==> src/rtl/tev_pkg.sv <==
package tev_pkg;
    typedef enum logic [1:0] {
        FL_IDLE,
        FL_PEND,
        FL_ARMED
    } flag_state_t;

    localparam int MAX_MATCH = 4;
    localparam int BIT_OVF   = 4;
    localparam int BIT_UNF   = 5;
    localparam int BIT_TRG   = 6;
    localparam int NSRC      = 6;

    function automatic int match_cnt(input int ch);
        return (ch == 0) ? 4 : 2;
    endfunction

    function automatic int match_base(input int ch);
        return (ch == 0) ? 0 : 2 * ch + 2;
    endfunction
endpackage

==> src/rtl/tev_flag.sv <==
module tev_flag
    import tev_pkg::*;
(
    input  logic clk,
    input  logic rst_n,
    input  logic ev,
    input  logic rd_hit,
    input  logic wr_hit,
    input  logic wr_bit,
    output logic flag
);
    flag_state_t state_q, state_d;

    always_ff @(posedge clk or negedge rst_n) begin
        if (!rst_n) state_q <= FL_IDLE;
        else        state_q <= state_d;
    end

    always_comb begin
        state_d = state_q;
        unique case (state_q)
            FL_IDLE:  if (ev) state_d = FL_PEND;
            FL_PEND:  if (rd_hit) state_d = FL_ARMED;
            FL_ARMED: if (wr_hit && !wr_bit && !ev) state_d = FL_IDLE;
            default:  state_d = FL_IDLE;
        endcase
    end

    always_comb begin
        flag = (state_q != FL_IDLE);
    end
endmodule

==> src/rtl/tev_channel.sv <==
module tev_channel
    import tev_pkg::*;
#(
    parameter int CH = 0,
    parameter int DW = 8
) (
    input  logic                 clk,
    input  logic                 rst_n,
    input  logic [MAX_MATCH-1:0] ev_match,
    input  logic                 ev_ovf,
    input  logic                 ev_unf,
    input  logic                 st_rd,
    input  logic                 st_wr,
    input  logic                 en_wr,
    input  logic [DW-1:0]        wdata,
    output logic [DW-1:0]        status,
    output logic [DW-1:0]        enable,
    output logic [NSRC-1:0]      irq_out,
    output logic                 rise_a
);
    localparam int NM      = match_cnt(CH);
    localparam bit HAS_UNF = (CH > 0);
    localparam logic [DW-1:0] EN_MASK =
        DW'((1 << NM) - 1) | DW'(1 << BIT_OVF) | DW'(1 << BIT_TRG) |
        (HAS_UNF ? DW'(1 << BIT_UNF) : DW'(0));

    logic [MAX_MATCH-1:0] mflag;
    logic                 oflag, uflag, flag_a_q;
    logic [DW-1:0]        en_q;

    for (genvar i = 0; i < MAX_MATCH; i++) begin : g_match
        if (i < NM) begin : g_on
            tev_flag u_fl (
                .clk(clk), .rst_n(rst_n), .ev(ev_match[i]),
                .rd_hit(st_rd), .wr_hit(st_wr), .wr_bit(wdata[i]),
                .flag(mflag[i])
            );
        end else begin : g_off
            assign mflag[i] = 1'b0;
        end
    end

    tev_flag u_ovf (
        .clk(clk), .rst_n(rst_n), .ev(ev_ovf),
        .rd_hit(st_rd), .wr_hit(st_wr), .wr_bit(wdata[BIT_OVF]),
        .flag(oflag)
    );

    if (HAS_UNF) begin : g_unf
        tev_flag u_unf (
            .clk(clk), .rst_n(rst_n), .ev(ev_unf),
            .rd_hit(st_rd), .wr_hit(st_wr), .wr_bit(wdata[BIT_UNF]),
            .flag(uflag)
        );
    end else begin : g_nounf
        assign uflag = 1'b0;
    end

    always_comb begin
        status                = '0;
        status[MAX_MATCH-1:0] = mflag;
        status[BIT_OVF]       = oflag;
        status[BIT_UNF]       = uflag;
    end

    assign enable = en_q;
    assign rise_a = status[0] & ~flag_a_q & en_q[BIT_TRG];

    always_ff @(posedge clk or negedge rst_n) begin
        if (!rst_n) begin
            en_q     <= '0;
            irq_out  <= '0;
            flag_a_q <= 1'b0;
        end else begin
            if (en_wr) en_q <= wdata & EN_MASK;
            irq_out  <= status[NSRC-1:0] & en_q[NSRC-1:0];
            flag_a_q <= status[0];
        end
    end
endmodule

==> src/rtl/tev_top.sv <==
module tev_top
    import tev_pkg::*;
#(
    parameter int NCH    = 3,
    parameter int DW     = 8,
    parameter int AW     = $clog2(2 * NCH),
    parameter int NMATCH = 4 + 2 * (NCH - 1),
    parameter int NUNF   = NCH - 1
) (
    input  logic              clk,
    input  logic              rst_n,
    input  logic [NMATCH-1:0] ev_match,
    input  logic [NCH-1:0]    ev_ovf,
    input  logic [NUNF-1:0]   ev_unf,
    input  logic              adc_sel,
    input  logic [AW-1:0]     reg_addr,
    input  logic              reg_rd,
    input  logic              reg_wr,
    input  logic [DW-1:0]     reg_wdata,
    output logic [DW-1:0]     reg_rdata,
    output logic [NMATCH-1:0] irq_match,
    output logic [NCH-1:0]    irq_ovf,
    output logic [NUNF-1:0]   irq_unf,
    output logic              adc_start
);
    logic [DW-1:0] ch_status [NCH];
    logic [DW-1:0] ch_enable [NCH];
    logic [NCH-1:0] rise_vec;
    logic [DW-1:0] rd_sel;

    for (genvar c = 0; c < NCH; c++) begin : g_ch
        localparam int NM = match_cnt(c);
        localparam int MB = match_base(c);
        logic [MAX_MATCH-1:0] evm;
        logic                 evu;
        logic [NSRC-1:0]      irq;
        logic                 st_rd, st_wr, en_wr;

        assign st_rd = reg_rd && (reg_addr == AW'(2 * c));
        assign st_wr = reg_wr && (reg_addr == AW'(2 * c));
        assign en_wr = reg_wr && (reg_addr == AW'(2 * c + 1));

        for (genvar i = 0; i < MAX_MATCH; i++) begin : g_m
            if (i < NM) begin : g_on
                assign evm[i]            = ev_match[MB + i];
                assign irq_match[MB + i] = irq[i];
            end else begin : g_off
                assign evm[i] = 1'b0;
            end
        end

        if (c > 0) begin : g_u
            assign evu          = ev_unf[c - 1];
            assign irq_unf[c-1] = irq[BIT_UNF];
        end else begin : g_nu
            assign evu = 1'b0;
        end

        assign irq_ovf[c] = irq[BIT_OVF];

        tev_channel #(.CH(c), .DW(DW)) u_ch (
            .clk(clk), .rst_n(rst_n), .ev_match(evm), .ev_ovf(ev_ovf[c]),
            .ev_unf(evu), .st_rd(st_rd), .st_wr(st_wr), .en_wr(en_wr),
            .wdata(reg_wdata), .status(ch_status[c]), .enable(ch_enable[c]),
            .irq_out(irq), .rise_a(rise_vec[c])
        );
    end

    always_comb begin
        rd_sel = '0;
        for (int c = 0; c < NCH; c++) begin
            if (reg_addr == AW'(2 * c))     rd_sel = ch_status[c];
            if (reg_addr == AW'(2 * c + 1)) rd_sel = ch_enable[c];
        end
    end

    always_ff @(posedge clk or negedge rst_n) begin
        if (!rst_n) begin
            reg_rdata <= '0;
            adc_start <= 1'b0;
        end else begin
            if (reg_rd) reg_rdata <= rd_sel;
            adc_start <= adc_sel & (|rise_vec);
        end
    end
endmodule

==> config.mk <==
export PLATFORM = sky130hd
export DESIGN_NAME = tev_top
export DESIGN_NICKNAME = d
export VERILOG_FILES = /design/src/rtl/tev_pkg.sv /design/src/rtl/tev_flag.sv /design/src/rtl/tev_channel.sv /design/src/rtl/tev_top.sv
export SDC_FILE = /design/constraint.sdc
export NUM_CORES = 1
export LEC_CHECK = 0
export CORE_MARGIN = 2
export CORE_UTILIZATION = 35
export DETAILED_ROUTE_END_ITERATION = 7
export DONT_BUFFER_PORTS = 1
export PLACE_DENSITY = 0.52
export SLEW_MARGIN = 40
export SYNTH_ARGS = -nofsm -noshare
export SYNTH_HDL_FRONTEND = slang
export SYNTH_SLANG_ARGS = --single-unit
==> constraint.sdc <==
create_clock -name clk -period 3 [get_ports clk]
set_input_delay 0.3 -clock clk [delete_from_list [all_inputs] [get_ports clk]]
set_output_delay 0.3 -clock clk [all_outputs]
set_load 0.02 [all_outputs]
# [Word-level counts from Yosys, hierarchy flattened]
# Index checks and enable logic that the tools add are counted.
[word_totals] inputBits=29 wordCells=250 out_inout_bits=22 ff_bits=71
[classes] n_reduce_logical=95 eq_ne=70 mux=48 bitwise=13
[op_table] op="$ne A2 B2 Y1 const B" n=39
[op_table] op="$pmux W2 S3" n=13
[op_table] op="$mux W2" n=29
[op_table] op="$reduce_and A3 Y1" n=13
[op_table] op="$logic_and A1 B1 Y1" n=35
[op_table] op="$mux W8" n=4
[op_table] op="$eq A2 B1 Y1 const B" n=13
[op_table] op="$eq A2 B2 Y1 const B" n=13
[op_table] op="$logic_not A2 Y1" n=13
[op_table] op="$reduce_bool A2 Y1" n=13
[op_table] op="$logic_not A1 Y1" n=19
[op_table] op="$and A6 B6 Y6" n=2
[op_table] op="$and A1 B1 Y1" n=7
[op_table] op="$mux W7" n=1
[op_table] op="$eq A3 B2 Y1 const B" n=2
[op_table] op="$eq A3 B3 Y1 const B" n=2
[op_table] op="$and A5 B5 Y5" n=1
[op_table] op="$mux W5" n=1
[op_table] op="$eq A3 B1 Y1 const B" n=1
[op_table] op="$logic_not A3 Y1" n=1
[op_table] op="$not A1 Y1" n=3
[op_table] op="$reduce_or A3 Y1" n=1

# [Depth between registers and ports, before layout]
[logic_depth] depth_word=7 ltp_mapped=6 mapped_depth_nobuf=4

# [Cells and area by module]
# A second synthesis with hierarchy kept.
[unflattened] hier_cells=328 area_unflattened_um2=3683.5
[modules_own_cells] module="tev_flag" seq_area_each_um2=50.0 cells_per_inst=10 area_per_inst_um2=116.4 instances=13
[modules_own_cells] module="tev_channel at g_ch[1].u_ch ..." seq_area_each_um2=250.2 cells_per_inst=32 area_per_inst_um2=426.7 instances=2
[modules_own_cells] module="tev_top" seq_area_each_um2=225.2 cells_per_inst=101 area_per_inst_um2=819.5 instances=1
[modules_own_cells] module="tev_channel at g_ch[0].u_ch" seq_area_each_um2=300.3 cells_per_inst=33 area_per_inst_um2=498.0 instances=1

# [Worst setup path after synthesis]
# OpenSTA, ideal clock, no wires.
[synth_timing] kind="register to register" startpoint="register g_ch[1].u_ch.u_ovf.state_q[0]" endpoint="register reg_rdata[4]" t_required_ns=2.880 setup_time_ns=0.120 setup_slack_ns=1.735 synth_period_minus_slack_ns=1.265 path_stages_with_launch=5 arrival_ns=1.145 n_path_buf=0 cell_sequence="dfrtp_1 -> or2_2 -> a21oi_1 -> o221ai_1 -> a31o_2"
[synth_via] elab_chain_cells=5
[synth_rtl] element="start, declared" line="tev_flag.sv:12" text="flag_state_t state_q, state_d;"
[synth_rtl] element="start signal, assigned" line="tev_flag.sv:16" text="else state_q <= state_d;"
[synth_rtl] element="$reduce_bool A2 Y1" line="tev_flag.sv:30" text="flag = (state_q != FL_IDLE);"
[synth_rtl] element="$mux W8" line="tev_top.sv:72" text="if (reg_addr == AW'(2 * c)) rd_sel = ch_status[c];"
[synth_rtl] element="$mux W8" line="tev_top.sv:73" text="if (reg_addr == AW'(2 * c + 1)) rd_sel = ch_enable[c];"
[synth_rtl] element="$mux W8" line="tev_top.sv:72"
[synth_rtl] element="$mux W8" line="tev_top.sv:73"
[synth_rtl] element="end signal, assigned" line="tev_top.sv:82" text="if (reg_rd) reg_rdata <= rd_sel;"
[synth_rtl] element="end, declared" line="tev_top.sv:20" text="output logic [DW-1:0] reg_rdata,"
# Every way passes these cells.
# A chain may end at the register's enable or synchronous reset.

# [Worst setup path in the final report]
# Same ends and word-level chain as after synthesis.

==> impl_metrics.env <==
export IMPL_clk_pin_slew_ps=70
export IMPL_synthDominantCellAreaShare_pct=56.3
export IMPL_leakage_nw=1.41
export IMPL_rsz0062_at_grt="no"
export IMPL_cts_root_buffer="clkbuf_8"
export IMPL_antenna_found_initial=0
export IMPL_area_growth_pct=10.1
export IMPL_dp_hpwl_um=4530
export IMPL_antenna_cells=0
export IMPL_ant_nets=0
export IMPL_routed_wl_um=6540
export IMPL_clock_skew_ps=4.11
export IMPL_setup_viol=0
export IMPL_dr_total_vias=1944
export IMPL_syn_num_nets=288
export IMPL_path_cells="or2_2, a21oi_1, o221ai_1, a31o_2"
export IMPL_drt_first_iter_violations=81
export IMPL_post_route_min_period_ps=1400
export IMPL_first_global_vias=1919
export IMPL_cp_max_fo=5
export IMPL_critPathArrivalTime_ps=1620
export IMPL_io_pins=51
export IMPL_die_area_um2=9130
export IMPL_place_ws_ps=1510
export IMPL_overflow=0
export IMPL_whs_path_depth=1
export IMPL_synth_area_leaders="dfrtp_1 (56%), mux2_4 (5.6%), nor2_1 (3.6%)"
export IMPL_cts_sinks=66
export IMPL_design_area_um2=3230
export IMPL_critPathKind="reg -> reg"
export IMPL_port_buffers=0
export IMPL_drc=0
export IMPL_yosysTopAreaCell="dfrtp_1"
export IMPL_drive_gt1_share_pct=15.4
export IMPL_netlist_area_um2=2930
export IMPL_peakVddDrop_v=0.000232
export IMPL_fin_setup_tns_ps=0
export IMPL_slowest_delay_ps=410
export IMPL_max_cap_violations=0
export IMPL_worst_slack_ps=1600
export IMPL_drv_slew=0
export IMPL_cts_max_level=3
export IMPL_cts_resized=0
export IMPL_firstDrtPassIters=4
export IMPL_critPathBufInv=0
export IMPL_dpl_cell_area_um2=3000
export IMPL_initial_core_util_pct=35.9
export IMPL_routedWlPerCell_um=17.6
export IMPL_rr_worst_depth=4
export IMPL_die_x_um=95.6
export IMPL_avgSynthCellArea_um2=11.3
export IMPL_cts_tree="yes"
export IMPL_ys_seq_area_share_pct=56.3
export IMPL_core_area_um2=8180
export IMPL_timing_final_crit_share_pct=46.6
export IMPL_num_rows=33
export IMPL_clockBufferDepth=2
export IMPL_n_fill_cell=802
export IMPL_cts_buffers=9
export IMPL_cpMaxStageDelayCell="dfrtp_1"
export IMPL_clock_latency_ps=340
export IMPL_critPathTopFamily="compound AO/OA/AOI/OAI gates"
export IMPL_status="completed"
export IMPL_synth_seq_cells=66
export IMPL_grtUsageTotal_pct=15.4
export IMPL_fp_dieH_um=95.6
export IMPL_hold_class="in -> reg"
export IMPL_path_depth=4
export IMPL_vias_per_cell=5.24
export IMPL_yosysWarnings=0
export IMPL_p_per_area_nw_per_um2=676
export IMPL_gp_congestion=0.712
export IMPL_nets=290
export IMPL_crit_required_ps=3230
export IMPL_start_kind="register"
export IMPL_grt_pass1_wl_um=10300
export IMPL_syn_inst=259
export IMPL_synth_distinct_cells=42
export IMPL_end_kind="register"
export IMPL_grt_max_degree=67
export IMPL_max_freq_mhz=716
export IMPL_hold_violations=0
cell usage in the layout (no fill, tap or decap), drive strengths merged:
cell type	instances
nor2	29
and3	1
a21oi	9
nand2	13
o21a	4
nor3	1
nand3b	4
o31a	1
and2b	1
and3b	4
nand2b	3
dfrtp	66
clkbuf	14
o311ai	12
buf	1
a31oi	1
o31ai	8
o21ai	14
nor3b	2
mux2i	4
clkinv	1
nor2b	8
mux2	16
bufinv	1
or2	4
a211oi	13
and2	3
o221ai	3
inv	15
dlygate4sd3	1
o22ai	3
nand3	2
a31o	3
conb	1
per-layer routing:
metal | GRT usage, % | up-vias | share of wire (%)
met5 | 0 | - | 0
met4 | 7.14 | 0 | 1.8
met3 | 4.58 | 10 | 6.1
met2 | 22.7 | 39 | 46
met1 | 20.9 | 964 | 46
li1 | - | 931 | -
path summary, 6_finish.rpt:
kind,slack (ps),to,from
min reg2reg,470,g_ch[2].u_ch.u_ovf.state_q[0]$_DFFE_PN0P_,g_ch[2].u_ch.u_ovf.state_q[1]$_DFFE_PN0P_
min,50,reg_rdata[5]$_DFFE_PN0P_,reg_rd
max in group asynchronous,2240,g_ch[0].u_ch.enable[3]$_DFFE_PN0P_,rst_n
max,1600,reg_rdata[4]$_DFFE_PN0P_,g_ch[1].u_ch.u_ovf.state_q[0]$_DFFE_PN0P_
min in group asynchronous,500,reg_rdata[6]$_DFFE_PN0P_,rst_n
max reg2reg,1600,reg_rdata[4]$_DFFE_PN0P_,g_ch[1].u_ch.u_ovf.state_q[0]$_DFFE_PN0P_
cell families after synthesis:
group	share of synthesized area, %
other	0.128
and+or+nand+nor	13.6
buffers and inverters	4.26
DFF	56.3
muxes	8.91
AOI/OAI and AO/OA	16.8
final cells by class:
cell class	count	area (um2)	share of cell area [%]
sequential	66	1650	51.1
tap	105	131	4.07
clock inverter	2	35.0	1.08
multi-input combinational	167	1160	35.8
clock buffer	14	163	5.03
inverter	15	56.3	1.74
timing repair buffer	2	37.5	1.16
synthesized netlist by cell type:
| library cell | number |
|---|---|
| inv_1 | 15 |
| o21ai_0 | 11 |
| nor2_2 | 1 |
| nand3_1 | 2 |
| nand2_4 | 1 |
| o31ai_1 | 8 |
| and3_1 | 1 |
| mux2i_1 | 4 |
| nor2b_2 | 2 |
| nand2_1 | 12 |
| o31a_1 | 1 |
| a31oi_1 | 1 |
| and3b_1 | 3 |
| mux2_2 | 5 |
| a21oi_1 | 9 |
| clkbuf_1 | 1 |
| nand2b_1 | 3 |
| nor2b_1 | 6 |
| buf_6 | 1 |
| buf_4 | 4 |
| a31o_2 | 3 |
| o22ai_1 | 3 |
| and3b_2 | 1 |
| dfrtp_1 | 66 |
| or2_0 | 1 |
| or2_1 | 1 |
| nand3b_1 | 4 |
| o21ai_1 | 3 |
| buf_2 | 4 |
| nor3b_1 | 2 |
| o221ai_1 | 3 |
| a211oi_1 | 13 |
| mux2_4 | 11 |
| buf_1 | 1 |
| nor3_1 | 1 |
| nor2_1 | 28 |
| and2b_4 | 1 |
| or2_2 | 2 |
| conb_1 | 1 |
| and2_1 | 3 |
| o311ai_0 | 12 |
| o21a_1 | 4 |
flip-flops by register name, summed over array words and instances (netlist names):
| name | cells |
|---|---|
| adc_start | 1 |
| g_ch.u_ch.enable | 16 |
| g_ch.u_ch.flag_a_q | 3 |
| g_ch.u_ch.g_match.g_on.u_fl.state_q | 16 |
| g_ch.u_ch.g_unf.u_unf.state_q | 4 |
| g_ch.u_ch.irq_out | 13 |
| g_ch.u_ch.u_ovf.state_q | 6 |
| reg_rdata | 7 |
timing repair:
item                      in CTS  in global routing
hold endpoints to repair      66                  0
buffers inserted               0                  0
hold buffers                   2                  0
metrics by stage:
step	hold slack (ps)	power [mW]	utilization, %	std cells
CTS	34.0	2.21	39.5	371
global placement	7.46	1.42	36.7	353
finish	49.6	2.18	39.5	371
detailed placement	7.19	1.43	36.7	353
floorplan	4.41	1.38	-	259
global route	32.2	2.29	39.5	371
power breakdown:
| part | leakage [nW] | switching, mW | internal, mW | total [mW] |
|---|---|---|---|---|
| clock | 0.101 | 0.322 | 0.429 | 0.751 |
| sequential | 0.792 | 0.165 | 1.02 | 1.19 |
| combinational | 0.514 | 0.103 | 0.140 | 0.244 |
| total | 1.41 | 0.590 | 1.59 | 2.18 |
Note: power is estimated with default switching activity, not from simulation.
